<file path="config.mk">
export PLATFORM = sky130hd
export DESIGN_NAME = window_watchdog
export DESIGN_NICKNAME = d
export VERILOG_FILES = /design/src/rtl/wdg_pkg.sv /design/src/rtl/wdg_dpath.sv /design/src/rtl/wdg_ctrl.sv /design/src/rtl/window_watchdog.sv
export SDC_FILE = /design/constraint.sdc
export NUM_CORES = 1
export LEC_CHECK = 0
export ABC_AREA = 1
export ABC_CLOCK_PERIOD_IN_PS = 2400
export CORE_AREA = 3 3 78 80
export CTS_BUF_LIST = sky130_fd_sc_hd__clkbuf_2 sky130_fd_sc_hd__clkbuf_4 sky130_fd_sc_hd__clkbuf_8
export DETAILED_ROUTE_END_ITERATION = 10
export DIE_AREA = 0 0 81 83
export GPL_TIMING_DRIVEN = 0
export HOLD_SLACK_MARGIN = 0.05
export PLACE_DENSITY = 0.91
export SYNTH_ARGS = -nofsm -noshare
export SYNTH_HDL_FRONTEND = slang
export SYNTH_SLANG_ARGS = --single-unit
</file>
<file path="constraint.sdc">
create_clock -name clk -period 2.4 [get_ports clk]
set_input_delay 0.36 -clock clk [delete_from_list [all_inputs] [get_ports clk]]
set_output_delay 0.36 -clock clk [all_outputs]
set_load 0.005 [all_outputs]
</file>
<file path="src/rtl/wdg_pkg.sv">
package wdg_pkg;
  localparam int CNT_W = 7;
  localparam int EXP_W = 3;

  localparam logic [1:0] ADDR_CTRL = 2'd0;
  localparam logic [1:0] ADDR_CFG  = 2'd1;
  localparam logic [1:0] ADDR_STAT = 2'd2;

  localparam int EN_BIT   = CNT_W;
  localparam int EXP_LSB  = CNT_W;
  localparam int IRQ_BIT  = CNT_W + EXP_W;
  localparam int FLAG_BIT = 0;

  localparam logic [CNT_W-1:0] WARN_VAL = CNT_W'(1) << (CNT_W - 1);
  localparam logic [CNT_W-1:0] PRE_WARN_VAL = WARN_VAL + CNT_W'(1);

  typedef struct packed {
    logic             wipe;
    logic             load;
    logic [CNT_W-1:0] loadVal;
  } dpStrobe_t;
endpackage

</file>
<file path="src/rtl/wdg_dpath.sv">
module wdg_dpath
  import wdg_pkg::*;
#(
  parameter int BASE_LOG2 = 12
) (
  input  logic             clk,
  input  logic             rst,
  input  dpStrobe_t        strobe,
  input  logic [EXP_W-1:0] exp,
  output logic [CNT_W-1:0] cnt,
  output logic             step
);
  localparam int PRE_W = BASE_LOG2 + (1 << EXP_W);

  logic [PRE_W-1:0] preCnt;
  logic [PRE_W-1:0] preLast;

  assign preLast = PRE_W'((64'd1 << (BASE_LOG2 + 32'(exp))) - 64'd1);
  assign step    = (preCnt >= preLast);

  always_ff @(posedge clk) begin
    if (rst || strobe.wipe) begin
      preCnt <= '0;
      cnt    <= '1;
    end else if (strobe.load) begin
      preCnt <= '0;
      cnt    <= strobe.loadVal;
    end else if (step) begin
      preCnt <= '0;
      cnt    <= cnt - CNT_W'(1);
    end else begin
      preCnt <= preCnt + PRE_W'(1);
    end
  end

  // an unloaded step takes exactly one off the counter
  assert_step_dec_R1: assert property (@(posedge clk) disable iff (rst)
    (step && !strobe.load && !strobe.wipe) |=> (cnt == CNT_W'($past(cnt) - CNT_W'(1))));

  // an accepted write appears in the counter on the next edge
  assert_load_R5: assert property (@(posedge clk) disable iff (rst)
    (strobe.load && !strobe.wipe) |=> (cnt == $past(strobe.loadVal)));
endmodule

</file>
<file path="src/rtl/wdg_ctrl.sv">
module wdg_ctrl
  import wdg_pkg::*;
#(
  parameter int DATA_W = 16,
  parameter int ADDR_W = 2
) (
  input  logic              clk,
  input  logic              rst,
  input  logic              wrEn,
  input  logic              rdEn,
  input  logic [ADDR_W-1:0] addr,
  input  logic [DATA_W-1:0] wrData,
  input  logic [CNT_W-1:0]  cnt,
  input  logic              step,
  output dpStrobe_t         strobe,
  output logic [EXP_W-1:0]  exp,
  output logic [DATA_W-1:0] rdData,
  output logic              irq,
  output logic              rstReq
);
  logic             enable;
  logic             irqEn;
  logic             flag;
  logic [CNT_W-1:0] win;

  logic             wrCtl, wrCfg, wrStat;
  logic             newEn, tooEarly, tooLow, timeout, fault, warnHit;
  logic [CNT_W-1:0] newCnt;
  logic [DATA_W-1:0] rdNext;

  assign wrCtl  = wrEn && (addr == ADDR_W'(ADDR_CTRL));
  assign wrCfg  = wrEn && (addr == ADDR_W'(ADDR_CFG));
  assign wrStat = wrEn && (addr == ADDR_W'(ADDR_STAT));
  assign newCnt = wrData[CNT_W-1:0];
  assign newEn  = enable || (wrCtl && wrData[EN_BIT]);

  assign tooEarly = wrCtl && enable && (cnt > win);
  assign tooLow   = wrCtl && newEn && !newCnt[CNT_W-1];
  assign timeout  = enable && step && !wrCtl && (cnt == WARN_VAL);
  assign fault    = tooEarly || tooLow || timeout;
  assign warnHit  = step && !wrCtl && (cnt == PRE_WARN_VAL);

  assign strobe.wipe    = fault;
  assign strobe.load    = wrCtl && !fault;
  assign strobe.loadVal = newCnt;

  assign irq = flag && irqEn;

  always_ff @(posedge clk) begin
    if (rst || fault) begin
      enable <= 1'b0;
      win    <= '1;
      exp    <= '0;
      irqEn  <= 1'b0;
      flag   <= 1'b0;
      rstReq <= fault && !rst;
    end else begin
      rstReq <= 1'b0;
      if (wrCtl && wrData[EN_BIT]) enable <= 1'b1;
      if (wrCfg) begin
        win <= wrData[CNT_W-1:0];
        exp <= wrData[EXP_LSB +: EXP_W];
        if (wrData[IRQ_BIT]) irqEn <= 1'b1;
      end
      if (warnHit)                           flag <= 1'b1;
      else if (wrStat && !wrData[FLAG_BIT])  flag <= 1'b0;
    end
  end

  always_comb begin
    rdNext = '0;
    case (addr)
      ADDR_W'(ADDR_CTRL): begin
        rdNext[CNT_W-1:0] = cnt;
        rdNext[EN_BIT]    = enable;
      end
      ADDR_W'(ADDR_CFG): begin
        rdNext[CNT_W-1:0]         = win;
        rdNext[EXP_LSB +: EXP_W]  = exp;
        rdNext[IRQ_BIT]           = irqEn;
      end
      ADDR_W'(ADDR_STAT): rdNext[FLAG_BIT] = flag;
      default: rdNext = '0;
    endcase
  end

  always_ff @(posedge clk) begin
    if (rst)       rdData <= '0;
    else if (rdEn) rdData <= rdNext;
    else           rdData <= '0;
  end

  assert_enable_sticky_R2: assert property (@(posedge clk) disable iff (rst)
    enable |=> (enable || rstReq));

  assert_timeout_R3: assert property (@(posedge clk) disable iff (rst)
    (enable && step && (cnt == WARN_VAL) && !wrEn) |=> rstReq);

  assert_low_write_R4: assert property (@(posedge clk) disable iff (rst)
    (wrEn && (addr == ADDR_W'(ADDR_CTRL)) && enable && !wrData[CNT_W-1]) |=> rstReq);

  assert_early_write_R5: assert property (@(posedge clk) disable iff (rst)
    (wrEn && (addr == ADDR_W'(ADDR_CTRL)) && enable && (cnt > win)) |=> rstReq);

  assert_flag_set_R6: assert property (@(posedge clk) disable iff (rst)
    (step && (cnt == PRE_WARN_VAL) && !wrEn) |=> flag);

  assert_pulse_R8: assert property (@(posedge clk) disable iff (rst)
    rstReq |=> !rstReq);

  assert_quiet_R9: assert property (@(posedge clk) disable iff (rst)
    (!enable && !(wrEn && (addr == ADDR_W'(ADDR_CTRL)) && wrData[EN_BIT])) |=> !rstReq);
endmodule

</file>
<file path="src/rtl/window_watchdog.sv">
module window_watchdog
  import wdg_pkg::*;
#(
  parameter int BASE_LOG2 = 12,
  parameter int DATA_W    = 16,
  parameter int ADDR_W    = 2
) (
  input  logic              clk,
  input  logic              rst,
  input  logic              wrEn,
  input  logic              rdEn,
  input  logic [ADDR_W-1:0] addr,
  input  logic [DATA_W-1:0] wrData,
  output logic [DATA_W-1:0] rdData,
  output logic              irq,
  output logic              rstReq
);
  dpStrobe_t        strobe;
  logic [EXP_W-1:0] exp;
  logic [CNT_W-1:0] cnt;
  logic             step;

  wdg_ctrl #(.DATA_W(DATA_W), .ADDR_W(ADDR_W)) i_ctrl (
    .clk(clk), .rst(rst), .wrEn(wrEn), .rdEn(rdEn), .addr(addr),
    .wrData(wrData), .cnt(cnt), .step(step), .strobe(strobe),
    .exp(exp), .rdData(rdData), .irq(irq), .rstReq(rstReq)
  );

  wdg_dpath #(.BASE_LOG2(BASE_LOG2)) i_dpath (
    .clk(clk), .rst(rst), .strobe(strobe), .exp(exp),
    .cnt(cnt), .step(step)
  );
endmodule

</file>
After elaboration in Yosys (flattened, before gate mapping):

Cells that the tools add are included.
W data, S select, Z words.

* bits in registers: 57
* latch bits: 0
* bits in writable memories: 0
* bits in read-only memories: 0
* input bits: 22
* output and inout port bits: 18
* word-level logic and storage cells: 63
* memories kept: 0

* add/subtract/negate cells: 4
* $mul: 0
* div/mod/pow operators: 0
* order comparisons: 2
* equal/unequal tests: 4
* shift-type cells: 1
* mux-type cells: 6
* bitwise gates (word level): 2
* reduce and logical (&&, ||, !) cells: 33

Operators with widths (number)
* $shl A1 B32 Y20 const A: 1
* $add A20 B1 Y20 const B: 1
* $ge A20 B20 Y1: 1
* $sub A20 B1 Y20 const B: 1
* $logic_and A1 B1 Y1: 17
* $eq A7 B7 Y1 const B: 2
* $mux W7: 2
* $pmux W7 S2: 1
* $gt A7 B7 Y1: 1
* $sub A7 B1 Y7 const B: 1
* $reduce_or A3 Y1: 2
* $add A4 B3 Y5 const A: 1
* $logic_not A1 Y1: 5
* $logic_or A1 B1 Y1: 4
* $reduce_bool A2 Y1: 2
* $pmux W1 S3: 1
* $eq A2 B1 Y1 const B: 1
* $eq A2 B2 Y1 const B: 1
* $logic_not A2 Y1: 1
* $mux W1: 2
* $not A1 Y1: 2
* $reduce_and A2 Y1: 1
* $reduce_or A2 Y1: 1

Logic depth before layout (Yosys ltp):

* depth after elaboration: 11
* gate-level depth with buffers: 15
* gate-level depth less buffers: 15

Cells and area by module:

From an unflattened synthesis, not the netlist that was laid out.

* cell total of the unflattened synthesis: 449
* area total of the unflattened synthesis: 3226.8 µm²

Modules (own cells, without submodules)
* wdg_dpath: times used 1, cells each 262, area each 1855.5 µm², sequential area each 540.5 µm²
* wdg_ctrl: times used 1, cells each 187, area each 1371.3 µm², sequential area each 500.5 µm²

Worst setup path before layout:

OpenSTA, ideal clock, no wires.

* kind: reg-to-reg
* from: register i_ctrl.exp[1]
* to: register i_dpath.cnt[2]
* library setup time: 0.114 ns
* arrival time: 1.937 ns
* path slack: 0.349 ns
* cell stages (with the launch flop): 15
* buffers on the path: 1
* period minus slack after synthesis: 2.051 ns
* path through: dfxtp_1 -> inv_1 -> nand2_1 -> nand2_1 -> o21bai_1 -> ha_1 -> a21oi_1 -> o21ai_0 -> a21oi_1 -> nand2_2 -> nand3_2 -> nand3_4 -> inv_2 -> buf_6 -> nand2_1

* longest elaborated chain between the ends: 11
* elaborated cells between the ends (all ways): 13
* classes of those cells: 2 x add/sub; 1 x order compare; 1 x shift; 1 x mux; 8 x reduce/logical

Ends and longest elaborated chain
* start: declaration: RTL line wdg_ctrl.sv:16 `output logic [EXP_W-1:0] exp,`
* start signal: assignment: RTL line wdg_ctrl.sv:62 `exp <= wrData[EXP_LSB +: EXP_W];`
* $add A4 B3 Y5 *: RTL line wdg_dpath.sv:18 `assign preLast = PRE_W'((64'd1 << (BASE_LOG2 + 32'(exp))) - 64'd1);`
* $shl A1 B32 Y20 *: RTL line wdg_dpath.sv:18
* $sub A20 B1 Y20 *: RTL line wdg_dpath.sv:18
* $ge A20 B20 Y1 *: RTL line wdg_dpath.sv:19 `assign step = (preCnt >= preLast);`
* $logic_and A1 B1 Y1 (3 in a row): RTL line wdg_ctrl.sv:39 `assign timeout = enable && step && !wrCtl && (cnt == WARN_VAL);`
* $logic_or A1 B1 Y1: RTL line wdg_ctrl.sv:40 `assign fault = tooEarly || tooLow || timeout;`
* $logic_not A1 Y1: RTL line wdg_ctrl.sv:44 `assign strobe.load = wrCtl && !fault;`
* $logic_and A1 B1 Y1: RTL line wdg_ctrl.sv:44
* $mux W7 or $reduce_bool A2 Y1 (tied branches)
* end signal: assignment: RTL line wdg_dpath.sv:27 `cnt <= strobe.loadVal;`
* end signal: assignment: RTL line wdg_dpath.sv:30 `cnt <= cnt - CNT_W'(1);`
* end: declaration: RTL line wdg_dpath.sv:10 `output logic [CNT_W-1:0] cnt,`

Mark *: on every way between the ends. The rest lies on a longest branch, timed or not.
A chain may end at the register's enable or synchronous reset.

Final worst setup path:

* from: register i_ctrl.exp[0]
* to: register i_dpath.preCnt[0]

* longest elaborated chain between the ends: 11
* elaborated cells between the ends (all ways): 12
* classes of those cells: 2 x add/sub; 1 x order compare; 1 x shift; 8 x reduce/logical

Ends and longest elaborated chain
* $add A4 B3 Y5 *: RTL line wdg_dpath.sv:18
* $shl A1 B32 Y20 *: RTL line wdg_dpath.sv:18
* $sub A20 B1 Y20 *: RTL line wdg_dpath.sv:18
* $ge A20 B20 Y1 *: RTL line wdg_dpath.sv:19
* $logic_and A1 B1 Y1 (3 in a row): RTL line wdg_ctrl.sv:39
* $logic_or A1 B1 Y1: RTL line wdg_ctrl.sv:40
* $logic_not A1 Y1: RTL line wdg_ctrl.sv:44
* $logic_and A1 B1 Y1: RTL line wdg_ctrl.sv:44
* $reduce_or A3 Y1 (no source line) *
* end signal: assignment: RTL line wdg_dpath.sv:32 `preCnt <= preCnt + PRE_W'(1);`
* end: declaration: RTL line wdg_dpath.sv:15 `logic [PRE_W-1:0] preCnt;`

Marked as above.

==> impl_results.md <==
* # nets final at 501
* Antenna Diode Count at 0
* CP peak stage delay at 0.36 ns
* Die W at 81 µm
* Gate Count Post-Synth at 407
* CTS tree: done
* Max Buffers Root-to-Sink at 2
* H-tree levels at 2
* Area growth from synthesis to layout at 17.36%
* CP delay by family, top: simple AND/OR/NAND/NOR gates
* Detailed placer's ending HPWL at 5068 µm
* Critical Path Slowest Stage Cell: dfxtp_1
* Ratio of final minimum period to clock period at 0.9276
* Unique masters post-synth at 31
* Adder-cell area share of the yosys netlist at 0.1017
* Layout Skew at 0.01619 ns
* Crit-path cells: inv_1 -> nand2_1 -> nand2_1 -> o21bai_1 -> ha_1 -> a21oi_1 -> o21ai_0 -> a21oi_1 -> nand2_2 -> inv_1 -> nand2_4 -> buf_6 -> nor3_1
* Drt pass-1 iters at 4
* Worst path bufs/invs at 3
* Max VDD drop at 0.0003053 V
* Hold Buf Count CTS at 0
* Register area share after synthesis at 0.3383
* I/O Pins at 40
* Die Y at 83 µm
* Synthesized area per cell at 7.559 µm²
* #FFs+latches synth at 52
* Total of max-cap violations at 0
* Fillers at 457
* Initial Util at 0.5622
* I/O Buffers at 29
* Worst-Skew Late Latency at 0.32 ns
* Critical setup path kind: reg -> reg
* Fraction of the mapped netlist area in compound gates at 0.07686
* Final instance area at 0.003611 mm²
* Pwr dens at 464.1 mW/mm²
* Placed Area at 0.003491 mm²
* Row cnt at 27
* Max Transition Viols Final at 0
* Global route total overflow at 0
* Largest family of logic cells by synthesized area: simple AND/OR/NAND/NOR gates
* Syn Std Cell Area at 0.003077 mm²
* Layout cells sized above 1 at 0.1187
* DRC viols at 0
* Outcome: completed
* HP Class: reg -> reg
* Core Footprint at 0.005473 mm²
* Vias at 2741
* Clk sinks at 52
* Hold Fails Final Rpt at 0
* Crit. End Element: flop
* GRT Resource Usage Total at 0.2101
* Final setup fails at 0
* Die Area at 0.006723 mm²
* Fmax at 0.4492 GHz
* Clk slew on worst S/H paths at 0.11 ns
* Startpoint Class: flop
* WHS at 0.4946 ns
* Vias in the first global route at 2683
* Initial antenna violation count at 0
* Post-synthesis simple-gate area fraction at 0.3144
* Final wirelength at 6669 µm
* R2R Setup Slk at 0.17 ns
* ANT nets after route at 0
* Drt via density at 5.201
* Routed WL per cell at 12.65 µm
* Max FO, Critical Path at 10
* Data required, critical path at 2.63 ns
* Mux contribution to synthesized area at 0
* YS warnings at 0
* First-pass GRT wire length at 11500 µm
* CTS Buf Count at 5
* Gp weighted congestion at 0.9054
* CP Data Arrival Time at 2.45 ns
* Root Buffer: clkbuf_8
* Synth Area in XOR/XNOR at 0.06263
* RSZ-0062 raised after global routing: no
* Largest net degree at the start of global routing at 19
* Min Tclk post-route at 2.226 ns
* Initial DRC Count at 191
* Leak Pwr at 1.647 nW
-- cell type report --
class	count	area, µm²	share of cell area
well taps	72	90.09	0.02495
inverters	56	212.7	0.05891
clock inverters	3	25.02	0.006930
multi-input cells	296	1755	0.4861
repair buffers	31	305.3	0.08455
flip-flops and latches	52	1045	0.2893
clock buffers	5	68.82	0.01906
plain buffers	12	108.9	0.03015
-- worst paths after layout --
check	start	end	cells after the start
max	i_ctrl.exp[0]	i_dpath.preCnt[0]	13
min	i_ctrl.irqEn	i_ctrl.irqEn	2
max reg2reg	i_ctrl.exp[0]	i_dpath.preCnt[0]	13
min reg2reg	i_ctrl.irqEn	i_ctrl.irqEn	2
-- power by group --
part / internal (W) / leakage [nW] / switching [W] / total, W
clock: 0.000213 / 0.0452 / 0.000322 / 0.000535
combinational: 0.000102 / 1.18 / 0.000131 / 0.000233
sequential: 0.000888 / 0.423 / 0.0000197 / 0.000907
total: 0.00120 / 1.65 / 0.000473 / 0.00168
-- synth_stat cells --
cell type | count | area [µm²]
xnor2_1 | 6 | 52.55
nand4_1 | 6 | 37.54
o21ai_0 | 11 | 55.05
nor3_1 | 14 | 70.07
nand2_2 | 3 | 18.77
dfxtp_1 | 52 | 1041
inv_1 | 53 | 198.9
buf_6 | 6 | 67.56
xor2_1 | 16 | 140.1
ha_1 | 25 | 312.8
a21oi_1 | 9 | 45.04
nor3b_1 | 1 | 7.510
nand3_4 | 1 | 17.52
o21bai_1 | 2 | 15.01
nand3_1 | 30 | 150.1
nand2_1 | 84 | 315.3
inv_2 | 3 | 11.26
nand3_2 | 2 | 20.02
nor2_1 | 43 | 161.4
a21o_1 | 1 | 7.510
conb_1 | 2 | 7.510
clkbuf_1 | 1 | 3.750
o41ai_1 | 1 | 8.760
nor2_2 | 1 | 6.260
nand2_4 | 2 | 22.52
o211ai_1 | 1 | 7.510
a21oi_2 | 4 | 35.03
nor3_2 | 14 | 140.1
o22ai_1 | 7 | 43.79
buf_4 | 5 | 37.54
a21boi_4 | 1 | 18.77
-- logic make-up (layout without fill, tap and decap cells) --
group | Yosys count | count (layout)
compound gates | 37 | 37
xor+xnor | 22 | 22
fa+ha+maj | 25 | 25
buf+inv | 68 | 107
flops | 52 | 52
other cells | 2 | 11
simple gates | 201 | 201
-- through the flow --
stage                     total power [W]  setup WS [ns]  setup TNS (ns)  utilization  std cells
after global routing             0.001756       0.008282               0       0.6598        527
after floorplan                  0.001074         0.3489               0            -        416
after detailed placement         0.001156       -0.03500         -0.2831       0.6379        517
after global placement           0.001146        0.02357               0       0.6379        517
final                            0.001676         0.1739               0       0.6598        527
after CTS                        0.001679        0.02860               0       0.6552        525
-- registers in the layout (all words and copies together) (netlist names) --
register        flops
i_dpath.preCnt     20
i_ctrl.rdData      11
i_ctrl.win          7
i_dpath.cnt         7
i_ctrl.exp          3
i_ctrl.enable       1
i_ctrl.flag         1
i_ctrl.irqEn        1
i_ctrl.rstReq       1
-- worst register-to-register path, cell delays in order (launching register included) --
cell and delay [ns]:
dfxtp_1 0.36, inv_1 0.09, nand2_1 0.08, nand2_1 0.07, o21bai_1 0.16, ha_1 0.29, a21oi_1 0.12, o21ai_0 0.09
a21oi_1 0.17, nand2_2 0.12, inv_1 0.12, nand2_4 0.10, buf_6 0.17, nor3_1 0.18
-- repair_timing --
item | in CTS | in global routing
hold endpoints to repair | 0 | 0
setup endpoints to repair | 12 | 37
pin swaps | 0 | 1
buffers inserted | 0 | 2
gates resized for setup | 1 | 3
-- metal layers --
metal,up-vias,track usage,part of all wire
li1,1383,-,-
met1,1276,0.2604,0.44
met2,71,0.3577,0.50
met3,11,0.04338,0.047
met4,0,0.06605,0.015
met5,-,0,0
-- layout by cell type (no fill, tap or decap) --
| master | count |
|---|---|
| inv_2 | 2 |
| nand3_1 | 30 |
| nand3_2 | 2 |
| a21oi_2 | 4 |
| inv_1 | 53 |
| nor2_2 | 1 |
| o21ai_0 | 11 |
| nor3b_1 | 1 |
| a21o_1 | 1 |
| buf_4 | 7 |
| clkinvlp_4 | 1 |
| nor2_1 | 43 |
| o21bai_1 | 2 |
| o22ai_1 | 7 |
| clkdlybuf4s50_1 | 29 |
| buf_6 | 6 |
| conb_1 | 11 |
| o211ai_1 | 1 |
| dfxtp_1 | 51 |
| nand3_4 | 1 |
| nor3_2 | 15 |
| inv_6 | 2 |
| xor2_1 | 16 |
| xnor2_1 | 6 |
| nand2_1 | 84 |
| inv_4 | 1 |
| a21oi_1 | 9 |
| nand2_4 | 2 |
| nor3_1 | 13 |
| a21boi_4 | 1 |
| ha_1 | 25 |
| dfxtp_4 | 1 |
| nand2_2 | 3 |
| o41ai_1 | 1 |
| clkbuf_8 | 5 |
| nand4_1 | 6 |
| clkbuf_1 | 1 |
Power figures use the tool's default switching activity.
